### src/rtl/acc_alu_pkg.sv
`timescale 1ns/1ps
package acc_alu_pkg;

    localparam logic [2:0] MOP_LOAD = 3'b000;
    localparam logic [2:0] MOP_AND  = 3'b001;
    localparam logic [2:0] MOP_ADD  = 3'b010;
    localparam logic [2:0] MOP_SUB  = 3'b011;

    localparam logic [3:0] SOP_CLR  = 4'b0001;
    localparam logic [3:0] SOP_CMA  = 4'b0010;
    localparam logic [3:0] SOP_CMC  = 4'b0100;
    localparam logic [3:0] SOP_SHL  = 4'b1000;
    localparam logic [3:0] SOP_SHR  = 4'b1001;

    typedef enum logic [3:0] {
        OP_NONE,
        OP_LOAD,
        OP_AND,
        OP_ADD,
        OP_SUB,
        OP_CLR,
        OP_CMA,
        OP_CMC,
        OP_SHL,
        OP_SHR
    } alu_op_e;

    typedef struct packed {
        logic v;
        logic c;
        logic z;
        logic n;
    } flags_t;

    localparam int NFLAGS = $bits(flags_t);

    // Bitwise select: mask bit 1 takes the fresh value, 0 keeps the old one.
    function automatic flags_t merge_flags(flags_t old_f, flags_t new_f, flags_t mask);
        logic [NFLAGS-1:0] o, f, m;
        o = old_f;
        f = new_f;
        m = mask;
        return flags_t'((m & f) | (~m & o));
    endfunction

endpackage

### src/rtl/acc_op_decode.sv
`timescale 1ns/1ps
module acc_op_decode
    import acc_alu_pkg::*;
(
    input  logic       single_sel,
    input  logic [2:0] mem_op,
    input  logic [3:0] one_op,
    output alu_op_e    op
);

    always_comb begin
        op = OP_NONE;
        if (single_sel) begin
            case (one_op)
                SOP_CLR: op = OP_CLR;
                SOP_CMA: op = OP_CMA;
                SOP_CMC: op = OP_CMC;
                SOP_SHL: op = OP_SHL;
                SOP_SHR: op = OP_SHR;
                default: op = OP_NONE;
            endcase
        end else begin
            case (mem_op)
                MOP_LOAD: op = OP_LOAD;
                MOP_AND:  op = OP_AND;
                MOP_ADD:  op = OP_ADD;
                MOP_SUB:  op = OP_SUB;
                default:  op = OP_NONE;
            endcase
        end
    end

endmodule

### src/rtl/acc_adder.sv
`timescale 1ns/1ps
module acc_adder #(
    parameter int W = 8
) (
    input  logic [W-1:0] a,
    input  logic [W-1:0] b,
    input  logic         cin,
    input  logic         sub,
    output logic [W-1:0] sum,
    output logic         cout,
    output logic         ovf
);

    logic [W-1:0] b_eff;
    logic         c_eff;
    logic [W:0]   total;

    // Subtraction shares the adder: operand and carry-in are both inverted.
    assign b_eff = sub ? ~b : b;
    assign c_eff = sub ? ~cin : cin;
    assign total = {1'b0, a} + {1'b0, b_eff} + {{W{1'b0}}, c_eff};
    assign sum   = total[W-1:0];
    assign cout  = total[W];
    assign ovf   = (a[W-1] == b_eff[W-1]) && (total[W-1] != a[W-1]);

endmodule

### src/rtl/acc_next_state.sv
`timescale 1ns/1ps
module acc_next_state
    import acc_alu_pkg::*;
#(
    parameter int W = 8
) (
    input  alu_op_e      op,
    input  logic [W-1:0] acc_cur,
    input  logic [W-1:0] operand,
    input  flags_t       flags_cur,
    input  logic [W-1:0] add_sum,
    input  logic         add_cout,
    input  logic         add_ovf,
    output logic [W-1:0] acc_nxt,
    output flags_t       flags_nxt,
    output logic         flag_wr
);

    logic [W-1:0] res;
    flags_t       fresh;
    flags_t       mask;

    always_comb begin
        res   = acc_cur;
        fresh = flags_cur;
        mask  = '0;
        case (op)
            OP_LOAD: begin
                res    = operand;
                mask.z = 1'b1;
                mask.n = 1'b1;
            end
            OP_AND: begin
                res    = acc_cur & operand;
                mask.z = 1'b1;
                mask.n = 1'b1;
            end
            OP_ADD, OP_SUB: begin
                res     = add_sum;
                fresh.c = add_cout;
                fresh.v = add_ovf;
                mask    = '1;
            end
            OP_CLR: begin
                res = '0;
            end
            OP_CMA: begin
                res    = ~acc_cur;
                mask.z = 1'b1;
                mask.n = 1'b1;
            end
            OP_CMC: begin
                fresh.c = ~flags_cur.c;
                mask.c  = 1'b1;
            end
            OP_SHL: begin
                res     = {acc_cur[W-2:0], 1'b0};
                fresh.c = acc_cur[W-1];
                fresh.v = acc_cur[W-2] ^ acc_cur[W-1];
                mask    = '1;
            end
            OP_SHR: begin
                res    = {acc_cur[W-1], acc_cur[W-1:1]};
                mask.z = 1'b1;
                mask.n = 1'b1;
            end
            default: begin
                res = acc_cur;
            end
        endcase
        // Z is written both ways so a stale 1 never survives a write.
        fresh.z = (res == '0);
        fresh.n = res[W-1];
    end

    assign acc_nxt   = res;
    assign flags_nxt = merge_flags(flags_cur, fresh, mask);
    assign flag_wr   = |mask;

endmodule

### src/rtl/acc_alu_core.sv
`timescale 1ns/1ps
module acc_alu_core
    import acc_alu_pkg::*;
#(
    parameter int W = 8
) (
    input  logic         clk,
    input  logic         rst,
    input  logic         exec,
    input  logic         single_sel,
    input  logic [2:0]   mem_op,
    input  logic [3:0]   one_op,
    input  logic [W-1:0] operand,
    output logic [W-1:0] acc,
    output logic         flag_v,
    output logic         flag_c,
    output logic         flag_z,
    output logic         flag_n,
    output logic         flag_upd
);

    alu_op_e      op;
    logic [W-1:0] acc_q;
    flags_t       flags_q;
    logic         upd_q;
    logic [W-1:0] add_sum;
    logic         add_cout;
    logic         add_ovf;
    logic [W-1:0] acc_nxt;
    flags_t       flags_nxt;
    logic         flag_wr;

    acc_op_decode u_dec (
        .single_sel (single_sel),
        .mem_op     (mem_op),
        .one_op     (one_op),
        .op         (op)
    );

    acc_adder #(.W(W)) u_add (
        .a    (acc_q),
        .b    (operand),
        .cin  (flags_q.c),
        .sub  (op == OP_SUB),
        .sum  (add_sum),
        .cout (add_cout),
        .ovf  (add_ovf)
    );

    acc_next_state #(.W(W)) u_nxt (
        .op        (op),
        .acc_cur   (acc_q),
        .operand   (operand),
        .flags_cur (flags_q),
        .add_sum   (add_sum),
        .add_cout  (add_cout),
        .add_ovf   (add_ovf),
        .acc_nxt   (acc_nxt),
        .flags_nxt (flags_nxt),
        .flag_wr   (flag_wr)
    );

    always_ff @(posedge clk) begin
        if (rst) begin
            acc_q   <= '0;
            flags_q <= '0;
            upd_q   <= 1'b0;
        end else begin
            upd_q <= exec && flag_wr;
            if (exec) begin
                acc_q   <= acc_nxt;
                flags_q <= flags_nxt;
            end
        end
    end

    assign acc      = acc_q;
    assign flag_v   = flags_q.v;
    assign flag_c   = flags_q.c;
    assign flag_z   = flags_q.z;
    assign flag_n   = flags_q.n;
    assign flag_upd = upd_q;

endmodule

### config.mk
export PLATFORM = sky130hd
export DESIGN_NAME = acc_alu_core
export DESIGN_NICKNAME = d
export VERILOG_FILES = /design/src/rtl/acc_alu_pkg.sv /design/src/rtl/acc_op_decode.sv /design/src/rtl/acc_adder.sv /design/src/rtl/acc_next_state.sv /design/src/rtl/acc_alu_core.sv
export SDC_FILE = /design/constraint.sdc
export NUM_CORES = 1
export LEC_CHECK = 0
export ABC_AREA = 1
export BUFFER_PORTS_ARGS = -buffer_cell sky130_fd_sc_hd__buf_2
export CORE_MARGIN = 1.5
export CORE_UTILIZATION = 35
export CTS_BUF_LIST = sky130_fd_sc_hd__clkbuf_8
export DETAILED_ROUTE_END_ITERATION = 10
export GPL_TIMING_DRIVEN = 0
export PLACE_DENSITY = 0.56
export RECOVER_POWER = 25
export SLEW_MARGIN = 20
export SYNTH_ARGS = -nofsm -noshare
export SYNTH_HDL_FRONTEND = slang
export SYNTH_SLANG_ARGS = --single-unit
### constraint.sdc
create_clock -name clk -period 3.6 [get_ports clk]
set_clock_uncertainty 0.15 [all_clocks]
set_input_delay 0.36 -clock clk [delete_from_list [all_inputs] [get_ports clk]]
set_output_delay 0.36 -clock clk [all_outputs]
set_load 0.01 [all_outputs]
==> qor.txt <==
Status -> finished clean
MaxCap Viol Count -> 0
Clock Sinks -> 13
Tcrit/Tclk final -> 87.3%
CP Max Fanout -> 10
CTS tree -> yes
Final WS setup -> 0.456 ns
Post-Route WL -> 4620 µm
Net count after synthesis -> 316
Post-synth cell types -> 31
Core Area -> 4720 µm²
Worst-path cell chain -> buf_2 > inv_1 > nand3_1 > nor2_1 > buf_6 > xor2_1 > fa_2 > fa_1 > nand3_1 > nand2_1 > nand2_1 > nand2_1 > a21oi_1 > nand2_1 > nand2_1 > nor2_1 > nor2_1 > nand2_1 > nor2_1 > nand3_1 > a21oi_1
Cell area after layout -> 1990 µm²
GR Overflow Total -> 0
Syn avg cell area -> 5.92 µm²
Layout cells sized above 1 -> 19.6%
Die height -> 72.8 µm
Post-CTS Repair Setup Buffers -> 0
Worst setup SP type -> input pin
CTS buffer count -> 3
H-Tree Depth -> 1
DIE AREA -> 5300 µm²
Antenna violations before repair -> 0
Pre-CTS WS -> -0.0213 ns
DR vias/cell -> 4.85
Slew @ Worst Pin -> 0.407 ns
Worst path most repeated cell -> nand2_1
EDFF count, synth -> 0
Antenna diode count -> 0
Asr flop ratio synth -> 0%
Vias in the first global route -> 1686
Slowest stage cell, crit path -> fa_1
Crit path required time -> 3.63 ns
Largest net degree at the start of global routing -> 11
Worst skew pair latency -> 0.24 ns
Worst Setup SP -> mem_op[2]
Reg2reg setup slack -> 0.82 ns
Global Route Usage Sum -> 18.9%
I/O pin cnt -> 32
WS Path Type -> input pin to flip-flop
Worst Reg-to-Reg Cells -> 16
ANT nets after route -> 0
Port buffer count -> 30
Primary FF master, synth -> dfxtp_1
Vias -> 1887
Worst path max stage delay -> 0.42 ns
Total negative slack -> 0 ns
Mapped Cells -> 288
Crit. End Element -> flip-flop
PwrDens -> 270 nW/µm²
Site row count -> 25
Min Tclk post-route -> 3.14 ns
RSZ-0062 raised after global routing -> no
Gpl congestion -> 0.880
Detailed Route Iter0 Violations -> 89
CTS root buf -> clkbuf_8
HPWL after DPL -> 3760 µm
Synth warnings -> 0
First-pass GRT wire length -> 7870 µm
CTS max path bufs -> 2
Clk slew on worst S/H paths -> 0.05 ns
Worst min path class -> input pin to flip-flop
Fmax -> 318 MHz
Routed wire per std cell -> 11.9 µm
Proportion of synthesized chip area in sequential cells -> 15.3%
Chip width -> 72.8 µm
Final Max Tran Viols -> 0
Nets -> 351
Final setup fails -> 0
FF+latch count, synth -> 13
First-pass DRT Iterations -> 4
Most common cell after layout, fill and taps aside -> nand2_1
Rel. slew slack -> 72.9%
Most frequent cells in the layout -> nand2_1, nor2_1, inv_1, nand3_1, buf_2
Core Util, Final -> 42.1%
Synth-to-layout area growth -> 16.6%
DRC -> 0
Initial Utilization -> 36.1%
Maximum vdd drop -> 0.129 mV
Post-synthesis cell area -> 1710 µm²
Fin. Hold Viols -> 0
Dpl cell area -> 1940 µm²
P_leak -> 1.10 nW
Worst Path Arrival -> 3.17 ns
worst max-delay path, delay by kind of cell:
family | cells | cell delay, ns
adder cells (fa/ha/maj) | 2 | 0.83
AND/OR/NAND/NOR | 13 | 1.21
XOR/XNOR | 1 | 0.11
buffers and inverters | 3 | 0.37
AO/OA/AOI/OAI | 2 | 0.28
worst min path at each step:
stage,start,end,slack [ns],depth (start not counted)
2_1_floorplan,rst,flip-flop,0.28,1
3_3_place_gp,flip-flop,flip-flop,0.32,2
3_5_place_dp,flip-flop,flip-flop,0.31,2
4_1_cts,rst,flip-flop,0.19,2
5_1_grt,rst,flip-flop,0.21,2
6_report,rst,flip-flop,0.18,2
per-stage QoR:
step                      hold slack [ns]  power, mW  cells
after floorplan                     0.279      0.342    288
after global placement              0.317      0.411    385
after detailed placement            0.314      0.412    385
after CTS                           0.186      0.540    389
after global routing                0.209      0.586    389
final                               0.183      0.537    389
where the power goes:
part | internal [mW] | switching [mW] | total, mW
clock network | 0.0753 | 0.0522 | 0.128
registers | 0.154 | 0.0187 | 0.173
logic | 0.0874 | 0.149 | 0.236
total | 0.317 | 0.219 | 0.537
final cells by class:
cell class | instances | area, µm²
flip-flops and latches | 13 | 260
well taps | 67 | 83.8
multi-input cells | 230 | 1260
clock inverters | 1 | 3.75
clock buffers | 3 | 41.3
inverters | 40 | 150
repair buffers | 30 | 143
plain buffers | 5 | 42.5
fillers | 548 | 2740
layer usage:
layer	wire length, µm	GRT usage (%)	up-vias
met2	2100	31.4	35
met4	36	1.89	0
met3	197	3.59	4
met1	2280	26.3	842
li1	-	-	1006
met5	0	0	-
cell families after synthesis:
kind of cell    Yosys count  synth area share (%)
fa+ha+maj                 9                  7.48
compound gates           34                  12.3
buf+inv                  45                  10.9
simple gates            175                  47.9
xor+xnor                 12                  6.16
flops                    13                  15.3
Yosys cell counts (3+ instances only):
cell	count	share of area (%)
dfxtp_1	13	15
inv_2	4	0.88
xor2_1	12	6.2
nand3_1	29	8.5
o21ai_0	11	3.2
nand2_2	9	3.3
inv_1	36	7.9
o211ai_1	5	2.2
or2_2	3	1.1
ha_1	7	5.1
nand2_1	66	15
nor2_1	43	9.5
nor2_2	4	1.5
a21oi_1	10	2.9
nand4_1	13	4.8
timing repair:
item | in CTS | in global routing
resized for setup | 0 | 5
setup endpoints to repair | 0 | 3
hold buffers | 0 | 0
(Power assumes the default switching activity.)
